===== config.mk =====
export PLATFORM = sky130hd
export DESIGN_NAME = spi_rx_packer
export DESIGN_NICKNAME = d
export VERILOG_FILES = /design/src/rtl/spi_rx_packer_pkg.sv /design/src/rtl/spi_rx_packer_ctrl.sv /design/src/rtl/spi_rx_packer_asm.sv /design/src/rtl/spi_rx_packer_fifo.sv /design/src/rtl/spi_rx_packer.sv
export SDC_FILE = /design/constraint.sdc
export NUM_CORES = 1
export LEC_CHECK = 0
export ABC_AREA = 1
export BUFFER_PORTS_ARGS = -buffer_cell sky130_fd_sc_hd__buf_2
export CAP_MARGIN = 15
export CORE_MARGIN = 4
export CORE_UTILIZATION = 40
export DETAILED_ROUTE_END_ITERATION = 8
export PLACE_DENSITY = 0.62
export RECOVER_POWER = 25
export SLEW_MARGIN = 40
export SYNTH_ARGS = -nofsm -noshare
export SYNTH_HDL_FRONTEND = slang
export SYNTH_HIERARCHICAL = 1
export SYNTH_SLANG_ARGS = --single-unit

===== constraint.sdc =====
create_clock -name clk -period 10.9 [get_ports clk]
set_input_delay 1.09 -clock clk [delete_from_list [all_inputs] [get_ports clk]]
set_output_delay 1.09 -clock clk [all_outputs]
set_load 0.05 [all_outputs]

===== src/rtl/spi_rx_packer_pkg.sv =====
// Shared types and field positions for the receive byte packer.
package spi_rx_packer_pkg;
    localparam int LANES      = 4;
    localparam int CNT_W      = 3;
    localparam int EN_BIT     = 0;
    localparam int FLUSH_BIT  = 1;
    localparam int TRIG_LSB   = 8;
    localparam int STAT_CNT_LSB = 28;

    typedef struct packed {
        logic [CNT_W-1:0]   nbytes;
        logic [8*LANES-1:0] data;
    } rxp_entry_t;
endpackage


===== src/rtl/spi_rx_packer_ctrl.sv =====
// Control word: holds enable and trigger level, decodes a self-clearing
// flush command. Assumes the trigger field fits below bit 16.
module spi_rx_packer_ctrl
    import spi_rx_packer_pkg::*;
#(
    parameter int FILL_W = 6
) (
    input  logic              clk,
    input  logic              rst_n,
    input  logic              wr,
    input  logic [15:0]       wdata,
    output logic              enable,
    output logic [FILL_W-1:0] trig,
    output logic              flush,
    output logic [15:0]       rdata
);
    // Store enable and trigger on every control write.
    always_ff @(posedge clk) begin
        if (!rst_n) begin
            enable <= 1'b0;
            trig   <= '0;
        end else if (wr) begin
            enable <= wdata[EN_BIT];
            trig   <= wdata[TRIG_LSB +: FILL_W];
        end
    end

    // Flush is a command, never stored.
    assign flush = wr & wdata[FLUSH_BIT];

    // Readback of stored fields only.
    always_comb begin
        rdata = '0;
        rdata[EN_BIT] = enable;
        rdata[TRIG_LSB +: FILL_W] = trig;
    end
endmodule


===== src/rtl/spi_rx_packer_asm.sv =====
// Byte assembler: shifts bytes into a word, earliest byte moving toward
// the top lane, and pushes on four bytes or at end of request.
// Assumes at most one byte per cycle.
module spi_rx_packer_asm
    import spi_rx_packer_pkg::*;
(
    input  logic       clk,
    input  logic       rst_n,
    input  logic       enable,
    input  logic       flush,
    input  logic       byte_vld,
    input  logic [7:0] byte_in,
    input  logic       req_end,
    output logic       push,
    output rxp_entry_t push_entry
);
    logic [8*LANES-1:0] acc_q, acc_d;
    logic [CNT_W-1:0]   n_q, n_d;

    // Next word and count including this cycle's byte.
    always_comb begin
        acc_d = acc_q;
        n_d   = n_q;
        if (byte_vld && enable) begin
            acc_d = {acc_q[8*LANES-9:0], byte_in};
            n_d   = n_q + 1'b1;
        end
    end

    // Push on a full word or on end of request with data pending.
    assign push = !flush && ((n_d == CNT_W'(LANES)) || (req_end && (n_d != '0)));
    assign push_entry.nbytes = n_d;
    assign push_entry.data   = acc_d;

    // Hold the partial word, clearing it on push or flush.
    always_ff @(posedge clk) begin
        if (!rst_n || flush || push) begin
            acc_q <= '0;
            n_q   <= '0;
        end else begin
            acc_q <= acc_d;
            n_q   <= n_d;
        end
    end

    AST_PENDING_BELOW_WORD: assert property (@(posedge clk) disable iff (!rst_n)
        n_q < CNT_W'(LANES));
    AST_PUSH_COUNT_RANGE: assert property (@(posedge clk) disable iff (!rst_n)
        push |-> (push_entry.nbytes != '0 && push_entry.nbytes <= CNT_W'(LANES)));
    AST_FLUSH_DROPS_WORD: assert property (@(posedge clk) disable iff (!rst_n)
        flush |=> n_q == '0);
endmodule


===== src/rtl/spi_rx_packer_fifo.sv =====
// Entry FIFO with fill count, drop-on-full and sticky overflow.
// Assumes DEPTH between 2 and 2**FILL_W-1.
module spi_rx_packer_fifo
    import spi_rx_packer_pkg::*;
#(
    parameter int DEPTH  = 8,
    parameter int FILL_W = 6
) (
    input  logic              clk,
    input  logic              rst_n,
    input  logic              flush,
    input  logic              push,
    input  rxp_entry_t        push_entry,
    input  logic              pop_req,
    output rxp_entry_t        head,
    output logic [FILL_W-1:0] fill,
    output logic              ovf
);
    localparam int AW = (DEPTH > 1) ? $clog2(DEPTH) : 1;
    localparam logic [AW-1:0] LAST = AW'(DEPTH - 1);

    rxp_entry_t mem [DEPTH];
    logic [AW-1:0] wp, rp;
    logic empty, full, pop, accept;

    assign empty  = (fill == '0);
    assign full   = (fill == FILL_W'(DEPTH));
    assign pop    = pop_req && !empty;
    assign accept = push && (!full || pop);

    // Pointers, count and overflow flag.
    always_ff @(posedge clk) begin
        if (!rst_n || flush) begin
            wp   <= '0;
            rp   <= '0;
            fill <= '0;
            ovf  <= 1'b0;
        end else begin
            if (accept) wp <= (wp == LAST) ? '0 : wp + 1'b1;
            if (pop)    rp <= (rp == LAST) ? '0 : rp + 1'b1;
            fill <= fill + FILL_W'(accept) - FILL_W'(pop);
            if (push && !accept) ovf <= 1'b1;
        end
    end

    // Entry storage.
    always_ff @(posedge clk) begin
        if (accept && !flush) mem[wp] <= push_entry;
    end

    // Head view, zero when empty.
    assign head = empty ? '0 : mem[rp];

    AST_FILL_BOUND: assert property (@(posedge clk) disable iff (!rst_n)
        fill <= FILL_W'(DEPTH));
    AST_FLUSH_EMPTIES: assert property (@(posedge clk) disable iff (!rst_n)
        flush |=> (fill == '0 && !ovf));
    AST_OVF_STICKY: assert property (@(posedge clk) disable iff (!rst_n)
        (ovf && !flush) |=> ovf);
    AST_DROP_ON_FULL: assert property (@(posedge clk) disable iff (!rst_n)
        (push && full && !pop_req && !flush) |=> (fill == FILL_W'(DEPTH) && ovf));
endmodule


===== src/rtl/spi_rx_packer.sv =====
// Top: control word, byte assembler and entry FIFO with interrupt.
// Assumes one received byte per cycle at most.
module spi_rx_packer
    import spi_rx_packer_pkg::*;
#(
    parameter int DEPTH  = 8,
    parameter int FILL_W = 6
) (
    input  logic              clk,
    input  logic              rst_n,
    input  logic              rx_byte_vld,
    input  logic [7:0]        rx_byte,
    input  logic              rx_req_end,
    input  logic              ctrl_wr,
    input  logic [15:0]       ctrl_wdata,
    output logic [15:0]       ctrl_rdata,
    input  logic              rd_en,
    output logic [31:0]       rd_data,
    output logic [31:0]       rx_status,
    output logic [FILL_W-1:0] fill_level,
    output logic              rx_irq,
    output logic              rx_overflow
);
    logic              enable, flush, push;
    logic [FILL_W-1:0] trig;
    rxp_entry_t        push_entry, head;

    spi_rx_packer_ctrl #(.FILL_W(FILL_W)) u_ctrl (
        .clk(clk), .rst_n(rst_n), .wr(ctrl_wr), .wdata(ctrl_wdata),
        .enable(enable), .trig(trig), .flush(flush), .rdata(ctrl_rdata)
    );

    spi_rx_packer_asm u_asm (
        .clk(clk), .rst_n(rst_n), .enable(enable), .flush(flush),
        .byte_vld(rx_byte_vld), .byte_in(rx_byte), .req_end(rx_req_end),
        .push(push), .push_entry(push_entry)
    );

    spi_rx_packer_fifo #(.DEPTH(DEPTH), .FILL_W(FILL_W)) u_fifo (
        .clk(clk), .rst_n(rst_n), .flush(flush), .push(push),
        .push_entry(push_entry), .pop_req(rd_en), .head(head),
        .fill(fill_level), .ovf(rx_overflow)
    );

    // Output views of the head entry and threshold interrupt.
    always_comb begin
        rd_data   = head.data;
        rx_status = '0;
        rx_status[STAT_CNT_LSB +: CNT_W] = head.nbytes;
        rx_irq    = (trig != '0) && (fill_level >= trig);
    end

    AST_IRQ_NEEDS_DATA: assert property (@(posedge clk) disable iff (!rst_n)
        rx_irq |-> fill_level != '0);
    AST_EMPTY_NO_COUNT: assert property (@(posedge clk) disable iff (!rst_n)
        (fill_level == '0) |-> rx_status == '0);
endmodule


---- Word level (Yosys, flattened, before mapping) ----
Memory sizes are Yosys's and may differ from the RTL's. A register that Yosys moved wholly into a read port is not among the register bits.
Index checks and enable logic that the tools add are counted.
word-level totals
  bits in registers ....................... 55
  memories ................................ 1
  input port bits ......................... 30
  bits in writable memories ............... 280
  logic and storage cells ................. 49
  output and inout bits ................... 88
memories
  name        depth  bits a word  read ports  clocked after Yosys merged registers in  wr ports  RTL line                  text
  u_fifo.mem  8      35           1           1                                        1         spi_rx_packer_fifo.sv:22  rxp_entry_t mem [DEPTH];
operators by class
  equal/unequal tests ..................... 4
  $add $sub $neg .......................... 5
  bitwise operators ....................... 1
  reduce and logical (&&, ||, !) cells .... 20
  order comparisons ....................... 1
  multiplexer cells ....................... 9
operator list
  operator                                                         number
  35-bit two-way mux                                               1
  32-bit two-way mux                                               1
  3-bit two-way mux                                                5
  3-bit by 1-bit adder with 3-bit output, second input constant    3
  3-bit == test, second input constant                             3
  1-bit logical AND                                                8
  6-bit by 1-bit adder with 6-bit output                           1
  6-bit by 4-bit == test with 1-bit output, second input constant  1
  6-bit >= comparator                                              1
  6-bit zero test                                                  1
  6-bit nonzero test                                               1
  6-bit by 1-bit subtractor with 6-bit output                      1
  1-bit zero test                                                  5
  1-bit logical OR                                                 4
  3-bit nonzero test                                               1
  1-bit two-way mux                                                2
  1-bit AND                                                        1

---- Logic depth before layout (Yosys ltp) ----
Gate-level depths: netlist (run 1).
  depth after elaboration ................. 10
  mapped depth ............................ 20
  mapped depth without buffers ............ 19

---- Cells and area by module ----
Netlist (run 1), hierarchy kept.
by module, submodules not included
  module              cells an instance  instances  area an instance (um^2)  sequential area each (um^2)
  spi_rx_packer_fifo  947                1          11831.3                  8728.4
  spi_rx_packer_asm   210                1          1547.7                   700.7
  spi_rx_packer_ctrl  62                 1          414.1                    140.1
  spi_rx_packer       64                 1          412.9                    0.0

---- Worst setup path after synthesis (run 1) ----
OpenSTA, ideal clock, no wires.
  kind .................................... input to register
  start point ............................. in rx_byte_vld
  end point ............................... mem u_fifo/mem[6][0] in the netlist's numbering (enable)
  path slack .............................. 5748 ps
  buffers on the path ..................... 2
  data required time ...................... 10429 ps
  arrival time ............................ 4681 ps
  setup time .............................. 471 ps
  stages on the path ...................... 10
  cells stage by stage .................... nand2_2 > buf_6 > nand2_1 > nand2_1 > nor2_1 > nand2_2 > a21oi_1 > clkbuf_1 > nand3_2 > nor3_1
RTL lines
  what         RTL line                  text
  from (decl)  spi_rx_packer.sv:11       input logic rx_byte_vld,
  to (decl)    spi_rx_packer_fifo.sv:22

==> results.ini, run 1 <==
[status]
status=finished with violations
violations=capacitance limit, slew limit

[logic_synthesis]
synthesis.area_um2=14200
synth_edf_count=280
synth_most_common_cell=nor2_1
synth_top_area_share_pct=59.2
synth_commonest_cells=nor2_1 (318), edfxtp_1 (280), o21ai_0 (133)
synth_cell_types=28
synthCells=1283
synth_seq_area_share_pct=67.4
synth_area_leaders=edfxtp_1 (59%), nor2_1 (8.4%), dfxtp_1 (8.2%)
synth_ff_type=edfxtp_1
yosys.area.top_type=edfxtp_1
ys_async_sr_fraction_pct=0
avgSynthCellArea_um2=11.1
yosys_warnings=6
synth_seq_cells=338

[routing]
vias=9032
drt_iter0_drc=601
wl_per_cell_um=16.8
drcViolationCount=0
routed_wl_um=30600
viasPerCell=4.97
first_pass_iters=5
ant_nets=0

[grt]
grt_use_total_pct=15.5
grt_max_degree=105
grt_pass1_vias=8830
antenna_found_initial=0
grt_pass1_wl_um=47400
grt-ovfl-total=0

[worst_setup_path]
reg2reg_setup_slack_ns=5.86
cp.required_ns=11.04
path_cells=clkbuf_1 > nand2_2 > clkbuf_1 > inv_1 > nand2_1 > nand2_1 > nand2_2 > a21oi_1 > nand3_2 > nor3_4 > buf_4
crit_slowest_cell=inv_1
worstReg2RegStart=u_ctrl/enable
crit_type=input pin to flip-flop
reg2regPathDepth=10
r2r-end=u_fifo/mem[5][23]
slowest_delay_ns=0.91
startpoint_type=input pin
path_buf_inv=4
cp.arrival_ns=5.52
cp_top_family=buffers and inverters
crit_fanout=38
endpoint_kind=flip-flop

[timing]
fin_crit_ns=5.38
slew_viol_final=39
hold_viol=0
tns_ns=0
period_share_pct=49.4
setup_slack_ns=5.52
setup_viol=0
rsz0062_at_grt=no
max_freq_ghz=0.186
slew_headroom_pct=-6.42
skew_ns=0.0188
worstMarginPinSlew_ns=1.60
fin_hold_ws_ns=0.464

[hold_path]
min_path_cells=2
min_path_type=flip-flop to flip-flop
holdPathEnd=u_fifo/ovf
hold_start=u_fifo/ovf

[finish]
syn_to_final_growth_pct=11.7
diodes=0
fin_area_um2=15900
drive_gt1_share_pct=12.9
fill_cells=3156
layout.nets=1384

[floorplanning]
core-area_um2=34800
initial_core_util_pct=40.8
die_y_um=196
row_count=68
ios=118
die_x_um=196
dieArea_um2=38600

[power]
p_total_mw=3.85
total_leakage_power_nw=6.15
peakVddDrop_mv=0.240
power_density_nw_per_um2=243

[placed_design]
dp_slack_ns=5.65
io_buffers=71
detailed_place_hpwl_um=16600
place.gp.congestion=0.784
placed_area_um2=14800

[cts]
ctsLongestPathBuffers=3
cts_tree=built
cts-root-buf=clkbuf_16
post_cts_buffers=0
clk_pin_slew_ns=0.06
holdBufCountCts=0
cts_htree_levels=2
cts_buffers=36
clkSinkCount=338
insertion_delay_ns=0.52
cts-resized-gates=0

[run]
drv_cap=1

## stage by stage
stage,instances,util (%)
2_1_floorplan,1319,-
3_3_place_gp,1751,42.4
3_5_place_dp,1751,42.4
4_1_cts,1816,45.7
5_1_grt,1816,45.6
6_report,1816,45.6
## layout make-up
type	instances	area [um2]	area share, %
Clock inverter	13	120	0.757
Sequential cell	338	9580	60.3
Timing Repair Buffer	89	474	2.99
Clock buffer	52	1020	6.44
Tap cell	455	569	3.59
Multi-Input combinational cell	788	3800	24.0
Inverter	81	307	1.93
## logic make-up after synthesis
group	share of synthesized area [%]
other	0.0529
DFF	67.4
buffers and inverters	7.13
AOI/OAI and AO/OA	10.1
and+or+nand+nor	13.5
adders and majority gates	1.81
## power breakdown
part / internal [mW] / switching, mW / leakage (nW) / total, mW
sequential: 1.44 / 0.0389 / 3.05 / 1.47
clock: 0.700 / 0.470 / 0.557 / 1.17
combinational: 0.275 / 0.932 / 2.54 / 1.21
## metal layers
layer | vias to the layer above | part of all wire (%) | global-route usage [%]
met2 | 240 | 48 | 26.1
met3 | 41 | 5.4 | 2.97
met5 | - | 0 | 0
li1 | 4424 | - | -
met1 | 4327 | 45 | 20.7
met4 | 0 | 1.8 | 4.16
## registers in the layout, indices dropped and copies added (netlist names), named ones only
register / count
u_asm/acc_q: 32
u_asm/n_q: 3
u_ctrl/enable: 1
u_ctrl/trig: 6
u_fifo/fill: 6
u_fifo/mem: 280
u_fifo/ovf: 1
u_fifo/rp: 3
u_fifo/wp: 3
## placed cells by master (no fill, tap or decap), drive strengths merged, types with 32 or more instances in the layout
cell type	count
conb	38
buf	72
dfxtp	58
clkbuf	69
nor2	318
o211ai	35
or2	32
nand2	96
o21ai	178
o22ai	35
inv	82
edfxtp	280
## worst register-to-register path: stages, from the launching register on
cell and delay (ns):
dfxtp_1 0.45, nand2_2 0.06, clkbuf_1 0.62, inv_1 0.93, nand2_1 0.12, nand2_1 0.28
nand2_2 0.13, a21oi_1 0.55, nand3_2 0.39, nor3_4 0.57, buf_4 0.57
## worst max path at each step
stage,slack [ns],endpoint,depth (start not counted),startpoint
after floorplan,5.75,u_fifo/mem[6][0],10,rx_byte_vld
after global placement,5.55,u_fifo/mem[5][17],11,rx_byte_vld
after detailed placement,5.65,u_fifo/mem[5][18],11,rx_byte_vld
after CTS,6.18,u_fifo/mem[5][4],11,rx_byte_vld
after global routing,5.05,u_fifo/mem[5][23],11,rx_byte_vld
final,5.52,u_fifo/mem[5][23],11,rx_byte_vld
Note: power is estimated with default switching activity, not from simulation.
==> inputs of run 2 (changes only) <==
clock period = 5.38 ns   (was 10.9 ns; I/O delays follow)
==> results.ini, run 2 (synthesis results as in run 1) <==
[status]
status=completed  ; was finished with violations

[worst_setup_path]
crit_slowest_cell=nand2_1  ; was inv_1
path_cells=nand2_1 > nand2_1 > nand2_1 > nor2_1 > nand2_2 > a21oi_1 > nand3_2 > nor3_2 > buf_4  ; was clkbuf_1 > nand2_2 > clkbuf_1 > inv_1 > nand2_1 > nand2_1 > nand2_2 > a21oi_1 > nand3_2 > nor3_4 > buf_4
reg2reg_setup_slack_ns=1.47  ; was 5.86 ns
crit_top_cell=nand2_1
path_buf_inv=1  ; was 4
startpoint_type=flip-flop  ; was input pin
cp.required_ns=5.51  ; was 11.04 ns
r2r-end=u_fifo/mem[3][4]  ; was u_fifo/mem[5][23]
worstReg2RegStart=u_ctrl/enable  ; unchanged
endpoint_kind=flip-flop  ; unchanged
reg2regPathDepth=9  ; was 10
crit_type=flip-flop to flip-flop  ; was input pin to flip-flop
cp.arrival_ns=4.04  ; was 5.52 ns
crit_fanout=38  ; unchanged
slowest_delay_ns=0.73  ; was 0.91 ns
cp_top_family=simple AND/OR/NAND/NOR gates  ; was buffers and inverters

[cts]
cts_tree=built  ; unchanged
insertion_delay_ns=0.51  ; was 0.52 ns
cts_htree_levels=2  ; unchanged
post_cts_buffers=0  ; unchanged
cts-resized-gates=0  ; unchanged
cts_buffers=35  ; was 36
cts-root-buf=clkbuf_16  ; unchanged
clkSinkCount=338  ; unchanged
holdBufCountCts=0  ; unchanged
clk_pin_slew_ns=0.06  ; about the same
ctsLongestPathBuffers=3  ; unchanged

[hold_path]
hold_start=ctrl_wdata[10]  ; was u_fifo/ovf
min_path_type=input pin to flip-flop  ; was flip-flop to flip-flop
min_path_cells=5  ; was 2
holdPathEnd=u_ctrl/trig[2]  ; was u_fifo/ovf

[timing]
worstMarginPinSlew_ns=1.22  ; was 1.60 ns
fin_crit_ns=3.91
hold_viol=0  ; unchanged
rsz0062_at_grt=no  ; unchanged
setup_viol=0  ; unchanged
max_freq_ghz=0.256
period_share_pct=72.6
slew_viol_final=0  ; was 39
slew_headroom_pct=18.8  ; was -6.42%
tns_ns=0  ; unchanged
fin_hold_ws_ns=0.330  ; was 0.464 ns
skew_ns=0.0144  ; was 0.0188 ns

[routing]
viasPerCell=4.98  ; was 4.97
wl_per_cell_um=16.9  ; was 16.8 um
first_pass_iters=5  ; unchanged
drcViolationCount=0  ; unchanged
routed_wl_um=30700  ; was 30600 um
ant_nets=0  ; unchanged
vias=9046  ; was 9032
drt_iter0_drc=654  ; was 601

[placed_design]
io_buffers=71  ; unchanged
placed_area_um2=14800  ; about the same
detailed_place_hpwl_um=16700  ; was 16600 um
place.gp.congestion=0.763  ; was 0.784

[grt]
grt_use_total_pct=15.6  ; was 15.5%
grt-ovfl-total=0  ; unchanged
grt_pass1_vias=8776  ; was 8830
grt_pass1_wl_um=48000  ; was 47400 um
grt_max_degree=111  ; was 105
antenna_found_initial=0  ; unchanged

[floorplanning]
dieArea_um2=38600  ; unchanged
initial_core_util_pct=40.8  ; unchanged
die_x_um=196  ; unchanged
die_y_um=196  ; unchanged
row_count=68  ; unchanged
core-area_um2=34800  ; unchanged
ios=118  ; unchanged

[run]
drv_cap=0  ; was 1

[finish]
largest_reg_flops=280  ; unchanged
syn_to_final_growth_pct=12.0  ; was 11.7%
utilization_pct=45.7  ; was 45.6%
regMostFlops=u_fifo/mem  ; unchanged
drive_gt1_share_pct=13.2  ; was 12.9%
fin_area_um2=15900  ; about the same
diodes=0  ; unchanged
final_cell_mix=nor2_1 (318), edfxtp_1 (280), o21ai_0 (133)  ; unchanged
final_common_cell=nor2_1  ; unchanged
largestRegisters=u_fifo/mem (280), u_asm/acc_q (32)  ; unchanged
fill_cells=3174  ; was 3156
layout.nets=1385  ; was 1384

[power]
total_leakage_power_nw=6.17  ; was 6.15 nW
power_density_nw_per_um2=493  ; was 243 nW/um2
p_total_mw=7.85  ; was 3.85 mW
peakVddDrop_mv=0.332  ; was 0.240 mV

==> run 2: layout make-up <==
cell class / count / area (um2) / area share (%)
tap: 455 / 569 / 3.58
clock inverter: 9 / 98.8 / 0.621
sequential: 338 / 9580 / 60.2
clock buffer: 54 / 1070 / 6.75
inverter: 81 / 312 / 1.96
multi-input combinational: 788 / 3800 / 23.9
timing repair buffer: 91 / 487 / 3.06
==> run 2: tightest hold or removal path, stage by stage <==
cell and delay, ns:
buf_2 0.07, inv_1 0.03, nand2_1 0.04, nand2_1 0.04
nor2_1 0.07
==> run 2: how the worst max path moves through the flow <==
stage | startpoint | endpoint | slack, ns | depth (start not counted)
2_1_floorplan | rx_byte_vld | u_fifo/mem[6][0] | 0.78 | 10
3_3_place_gp | rx_byte_vld | u_fifo/mem[0][19] | 1.58 | 10
3_5_place_dp | rx_byte_vld | u_fifo/mem[3][16] | 1.56 | 10
4_1_cts | u_ctrl/enable | u_fifo/mem[3][4] | 1.75 | 9
5_1_grt | u_ctrl/enable | u_fifo/fill[4] | 0.97 | 17
6_report | u_ctrl/enable | u_fifo/mem[3][4] | 1.47 | 9
==> run 2: where the power goes <==
| group | switching (mW) | leakage [nW] | total [mW] | internal (mW) |
|---|---|---|---|---|
| sequential | 0.0845 | 3.05 | 2.99 | 2.91 |
| clock | 0.946 | 0.574 | 2.42 | 1.48 |
| combinational | 1.88 | 2.54 | 2.44 | 0.556 |
==> run 2: routing by layer <==
layer	GRT usage (%)	part of all wire, %	vias to the layer above
met3	2.58	5.6	38
met4	3.54	1.6	0
li1	-	-	4433
met5	0	0	-
met2	26.4	48	246
met1	21.3	45	4329
==> run 2: stage by stage <==
step,instances,worst slack [ns]
floorplan,1319,0.780
global placement,1753,1.58
detailed placement,1753,1.56
CTS,1816,1.75
global route,1816,0.966
finish,1816,1.47
